**src/rtl/i2c_sensor_regs.sv**
```systemverilog
module i2c_sensor_regs #(
  parameter int          TIMEOUT_CYCLES = 5_625_000,
  parameter logic [3:0]  ADDR_HI        = 4'b1001,
  parameter logic [15:0] HYST_RST       = 16'h4B00,
  parameter logic [15:0] LIMIT_RST      = 16'h5000
) (
  input  logic        clk,
  input  logic        rst_n,
  input  logic        scl_in,
  input  logic        sda_in,
  output logic        sda_oe,
  input  logic [2:0]  addr_pins,
  input  logic [15:0] sense_value,
  output logic [7:0]  cfg_out,
  output logic [15:0] hyst_out,
  output logic [15:0] limit_out
);
  localparam int TW = $clog2(TIMEOUT_CYCLES + 1);

  typedef enum logic [2:0] {S_IDLE, S_ADDR, S_AACK, S_WBYTE, S_WACK, S_RBYTE, S_RACK} st_t;

  st_t         st;
  logic [2:0]  scl_p, sda_p, pin_a, pin_b;
  logic [3:0]  bits;
  logic [7:0]  sh, msb_hold, lo_hold;
  logic [1:0]  ptr, widx;
  logic        rw, rd_half, nack;
  logic [TW-1:0] idle_cnt;
  logic [15:0] sel_reg;
  logic [7:0]  next_rd;

  wire scl_q = scl_p[1];
  wire scl_d = scl_p[2];
  wire sda_q = sda_p[1];
  wire sda_d = sda_p[2];

  wire start_det   = scl_q & scl_d & sda_d & ~sda_q;
  wire stop_det    = scl_q & scl_d & ~sda_d & sda_q;
  wire scl_rise    = scl_q & ~scl_d;
  wire scl_fall    = ~scl_q & scl_d;
  wire timeout_hit = (st != S_IDLE) && (idle_cnt == TW'(TIMEOUT_CYCLES - 1));

  always_comb begin
    case (ptr)
      2'd0:    sel_reg = sense_value;
      2'd1:    sel_reg = {cfg_out, cfg_out};
      2'd2:    sel_reg = hyst_out;
      default: sel_reg = limit_out;
    endcase
  end

  assign next_rd = (ptr == 2'd1) ? cfg_out : (rd_half ? lo_hold : sel_reg[15:8]);

  always_ff @(posedge clk or negedge rst_n) begin
    if (!rst_n) begin
      scl_p <= 3'b111;
      sda_p <= 3'b111;
      pin_a <= '0;
      pin_b <= '0;
    end else begin
      scl_p <= {scl_p[1:0], scl_in};
      sda_p <= {sda_p[1:0], sda_in};
      pin_a <= addr_pins;
      pin_b <= pin_a;
    end
  end

  always_ff @(posedge clk or negedge rst_n) begin
    if (!rst_n)
      idle_cnt <= '0;
    else if (st == S_IDLE || sda_q != sda_d || timeout_hit)
      idle_cnt <= '0;
    else
      idle_cnt <= idle_cnt + 1'b1;
  end

  always_ff @(posedge clk or negedge rst_n) begin
    if (!rst_n) begin
      st <= S_IDLE;
      sda_oe <= 1'b0;
      bits <= '0;
      sh <= '0;
      msb_hold <= '0;
      lo_hold <= '0;
      ptr <= '0;
      widx <= '0;
      rw <= 1'b0;
      rd_half <= 1'b0;
      nack <= 1'b0;
      cfg_out <= '0;
      hyst_out <= HYST_RST;
      limit_out <= LIMIT_RST;
    end else if (start_det) begin
      st <= S_ADDR;
      sda_oe <= 1'b0;
      bits <= '0;
      widx <= '0;
      rd_half <= 1'b0;
    end else if (stop_det || timeout_hit) begin
      st <= S_IDLE;
      sda_oe <= 1'b0;
    end else begin
      case (st)
        S_ADDR: begin
          if (scl_rise) begin
            sh <= {sh[6:0], sda_q};
            bits <= bits + 1'b1;
          end else if (scl_fall && bits == 4'd8) begin
            if (sh[7:1] == {ADDR_HI, pin_b}) begin
              sda_oe <= 1'b1;
              rw <= sh[0];
              st <= S_AACK;
            end else begin
              st <= S_IDLE;
            end
          end
        end
        S_AACK: if (scl_fall) begin
          bits <= '0;
          if (rw) begin
            sh <= next_rd;
            sda_oe <= ~next_rd[7];
            if (!rd_half) lo_hold <= sel_reg[7:0];
            rd_half <= ~rd_half;
            st <= S_RBYTE;
          end else begin
            sda_oe <= 1'b0;
            st <= S_WBYTE;
          end
        end
        S_WBYTE: begin
          if (scl_rise) begin
            sh <= {sh[6:0], sda_q};
            bits <= bits + 1'b1;
          end else if (scl_fall && bits == 4'd8) begin
            sda_oe <= 1'b1;
            st <= S_WACK;
            if (widx != 2'd3) widx <= widx + 1'b1;
            case (widx)
              2'd0: ptr <= sh[1:0];
              2'd1: begin
                if (ptr == 2'd1) cfg_out <= sh;
                msb_hold <= sh;
              end
              2'd2: begin
                if (ptr == 2'd2) hyst_out <= {msb_hold, sh};
                if (ptr == 2'd3) limit_out <= {msb_hold, sh};
              end
              default: ;
            endcase
          end
        end
        S_WACK: if (scl_fall) begin
          sda_oe <= 1'b0;
          bits <= '0;
          st <= S_WBYTE;
        end
        S_RBYTE: begin
          if (scl_rise) begin
            bits <= bits + 1'b1;
          end else if (scl_fall) begin
            if (bits == 4'd8) begin
              sda_oe <= 1'b0;
              st <= S_RACK;
            end else begin
              sda_oe <= ~sh[6];
              sh <= {sh[6:0], 1'b0};
            end
          end
        end
        S_RACK: begin
          if (scl_rise) begin
            nack <= sda_q;
          end else if (scl_fall) begin
            if (nack) begin
              st <= S_IDLE;
            end else begin
              bits <= '0;
              sh <= next_rd;
              sda_oe <= ~next_rd[7];
              if (!rd_half) lo_hold <= sel_reg[7:0];
              rd_half <= ~rd_half;
              st <= S_RBYTE;
            end
          end
        end
        default: ;
      endcase
    end
  end
endmodule

```
**config.mk**
```make
export PLATFORM = sky130hd
export DESIGN_NAME = i2c_sensor_regs
export DESIGN_NICKNAME = d
export VERILOG_FILES = /design/src/rtl/i2c_sensor_regs.sv
export SDC_FILE = /design/constraint.sdc
export NUM_CORES = 1
export LEC_CHECK = 0
export BUFFER_PORTS_ARGS = -buffer_cell sky130_fd_sc_hd__buf_2
export CORE_MARGIN = 2
export CORE_UTILIZATION = 53
export CTS_CLUSTER_DIAMETER = 80
export DETAILED_ROUTE_END_ITERATION = 6
export GPL_TIMING_DRIVEN = 0
export PLACE_DENSITY = 0.76
export SLEW_MARGIN = 20
export SYNTH_ARGS = -nofsm -noshare
export SYNTH_HDL_FRONTEND = slang
export SYNTH_SLANG_ARGS = --single-unit
```
**constraint.sdc**
```tcl
create_clock -name clk -period 2.3 [get_ports clk]
set_input_delay 0.46 -clock clk [delete_from_list [all_inputs] [get_ports clk]]
set_output_delay 0.46 -clock clk [all_outputs]
set_load 0.02 [all_outputs]
```
==> impl_metrics.tcl <==
set metrics [dict create \
    clock_path_buffers 2 \
    synthArstFlopShare_pct 100 \
    path_max_fanout 6 \
    hold_class "in -> reg" \
    fin_tns_setup_ps 0 \
    io_buffer_count 63 \
    synth_edf_count 0 \
    cellLeakagePower_nw 3.40 \
    top_usage_layer "met2" \
    synthFlopType "dfrtp_1" \
    nets 617 \
    drc 0 \
    htree_num_levels 4 \
    rows 37 \
    syn-cell-area_um2 5700 \
    fillers 729 \
    fin_crit_sh_pct 99.4 \
    ant_nets 0 \
    cap_violations 0 \
    first_global_vias 4536 \
    max_freq_mhz 437 \
    synthCells 483 \
    rrSetupSlack_ps 10 \
    reg2reg_to "limit_out[3]" \
    hold_end "sda_p[0]" \
    crit_type "reg -> reg" \
    worstPathArrival_ps 2680 \
    relSlewSlack_pct 59.7 \
    report.final.hold_viol_count 0 \
    dp_hpwl_um 9200 \
    reg2regPathDepth 6 \
    viasPerCell 6.02 \
    rsz0062_at_grt "yes" \
    drive_gt1_share_pct 40.7 \
    routed_wl_um 14600 \
    synth_cell_type_count 65 \
    layout.cells.non_filler 736 \
    yosys.area.top_type "dfrtp_1" \
    status "complete, no violations" \
    antenna_cells 0 \
    io_pins 64 \
    clkTransAtPathRegs_ps 60 \
    worst_slack_ps 13.8 \
    start_util_pct 54.9 \
    drv_slew 0 \
    holdCritStartpoint "sda_in" \
    cp-start-kind "flop" \
    cts_root_buf "clkbuf_8" \
    synth_top_area_share_pct 44.8 \
    cp.required_ps 2690 \
    grt_pass1_wl_um 23100 \
    setup.worst_path.end_class "flop" \
    synthTopCellsByCount "dfrtp_1 (102), mux2_2 (59), nor2_1 (41)" \
    grt_use_met1_pct 33.0 \
    power_density_nw_per_um2 882 \
    drt_iter0_drc 312 \
    place.gp.congestion 0.913 \
    synth_area_leaders "dfrtp_1 (45%), mux2_2 (12%), dfstp_2 (5.5%)" \
    first_pass_iters 6 \
    use_met3_pct 5.51 \
    grt.met2_usage_pct 43.5 \
    fin_crit_ps 2290 \
    min_delay_path_depth 1 \
    seq_area_frac_synth_pct 50.3 \
    dpl.cell_count 683 \
    ir_drop_mv 0.610 \
    grt_max_degree 60 \
    synthesis.nets 513 \
    setup_viol 0 \
    syn_avg_cell_area_um2 11.8 \
    cts_tree "built" \
    yosysWarningCount 0 \
    die_h_um 108 \
    num_vias 4430 \
    fp.dieW_um 108 \
    clk_latency_ps 510 \
    wire_per_inst_um 19.9 \
    cts_sinks 114 \
    antenna_found_initial 0 \
    syn2layout_area_growth_pct 26.4 \
    postLayoutCellArea_um2 7200 \
    core_area_um2 10400 \
    skew_ps 7.58 \
    place_ws_ps -312 \
    worstReg2RegStart "idle_cnt[4]" \
    numCtsBuffers 17 \
    yosysMostFrequentCell "dfrtp_1" \
    ys_seq_elements 114 \
    overflow 0 \
    finalPower_mw 6.35 \
    grtUsageTotal_pct 26.0 \
    placed_area_um2 6260 \
    dieArea_um2 11600 \
    worst_slew_pin_slew_ps 605 \
]
## area by class of cell
| type | instances | area (um2) | area share [%] |
|---|---|---|---|
| Clock inverter | 13 | 138 | 1.91 |
| Inverter | 13 | 48.8 | 0.677 |
| Tap cell | 136 | 170 | 2.36 |
| Timing Repair Buffer | 89 | 617 | 8.56 |
| Multi-Input combinational cell | 329 | 2790 | 38.8 |
| Clock buffer | 19 | 422 | 5.85 |
| Buffer | 23 | 145 | 2.01 |
| Sequential cell | 114 | 2870 | 39.8 |
## power breakdown
part	internal, mW	switching, mW
registers	2.22	0.269
clock network	1.54	0.945
logic	0.588	0.789
## critical path, stage by stage (launching register included)
cell     delay, ps
dfrtp_1        370
or4b_4         550
nor4_4         310
a21o_1         240
or3_4          230
buf_12         160
mux2_4         310
## metal layers
layer,up-vias,wire length [um]
li1,1974,-
met1,2208,6000
met2,209,7280
met3,39,979
met4,0,351
met5,-,0
## through the flow
step / utilization [%] / hold slack (ps)
after floorplan: - / 164
after global placement: 60.1 / 334
after detailed placement: 60.4 / 336
after CTS: 68.6 / 33.2
after global routing: 69.5 / 31.4
final: 69.5 / 46.6
## sequential cells by signal (all words and copies together) (netlist names), 4 cells and up
signal,cells
lo_hold,8
limit_out,16
idle_cnt,23
cfg_out,8
msb_hold,8
hyst_out,16
bits,4
sh,8
## layout by cell type (no fill, tap or decap), types with 5 or more instances in the layout
cell type | netlist | final
inv_1 | 13 | 13
clkinvlp_4 | 0 | 6
o31ai_1 | 6 | 6
mux2_2 | 59 | 35
nand3_1 | 10 | 10
mux4_2 | 8 | 8
and3_1 | 6 | 5
nand2_1 | 28 | 27
buf_2 | 2 | 64
nand2b_1 | 5 | 5
a21oi_1 | 8 | 7
nor4_1 | 7 | 5
xnor2_1 | 19 | 19
xor2_1 | 6 | 6
nand4_1 | 5 | 5
ha_1 | 7 | 6
clkbuf_16 | 0 | 17
dfrtp_1 | 102 | 100
dfstp_2 | 12 | 12
nor3_1 | 7 | 7
buf_4 | 0 | 19
a221oi_1 | 7 | 7
o21ai_0 | 18 | 18
mux2_4 | 10 | 35
o311ai_0 | 9 | 9
nor2_1 | 41 | 41
clkbuf_1 | 16 | 12
nor2b_1 | 12 | 11
## worst max path at each step
stage | start | endpoint | slack (ps) | depth (start not counted)
finish | idle_cnt[4] | limit_out[3] | 10 | 6
detailed placement | st[2] | lo_hold[1] | -310 | 6
global route | idle_cnt[4] | limit_out[3] | -40 | 6
floorplan | st[0] | hyst_out[10] | -70 | 9
CTS | st[0] | hyst_out[7] | -60 | 8
global placement | rst_n | limit_out[0] | -530 | 1
## cells by family (layout without fill, tap and decap cells)
group / after synthesis / after routing / share of synthesized area [%]
fa+ha+maj: 7 / 7 / 1.54
buf+inv: 40 / 157 / 3.62
simple gates: 143 / 143 / 13.3
compound gates: 74 / 74 / 9.33
flops: 114 / 114 / 50.3
mux: 80 / 80 / 18.0
xor+xnor: 25 / 25 / 3.84
## timing repair
action	in CTS	in global routing
cloned	1	1
buffers inserted	18	4
pin swaps	8	6
setup endpoints to repair	89	71
hold buffers	1	0
gates resized for setup	31	27
hold endpoints to repair	45	0
(Power assumes the default switching activity.)
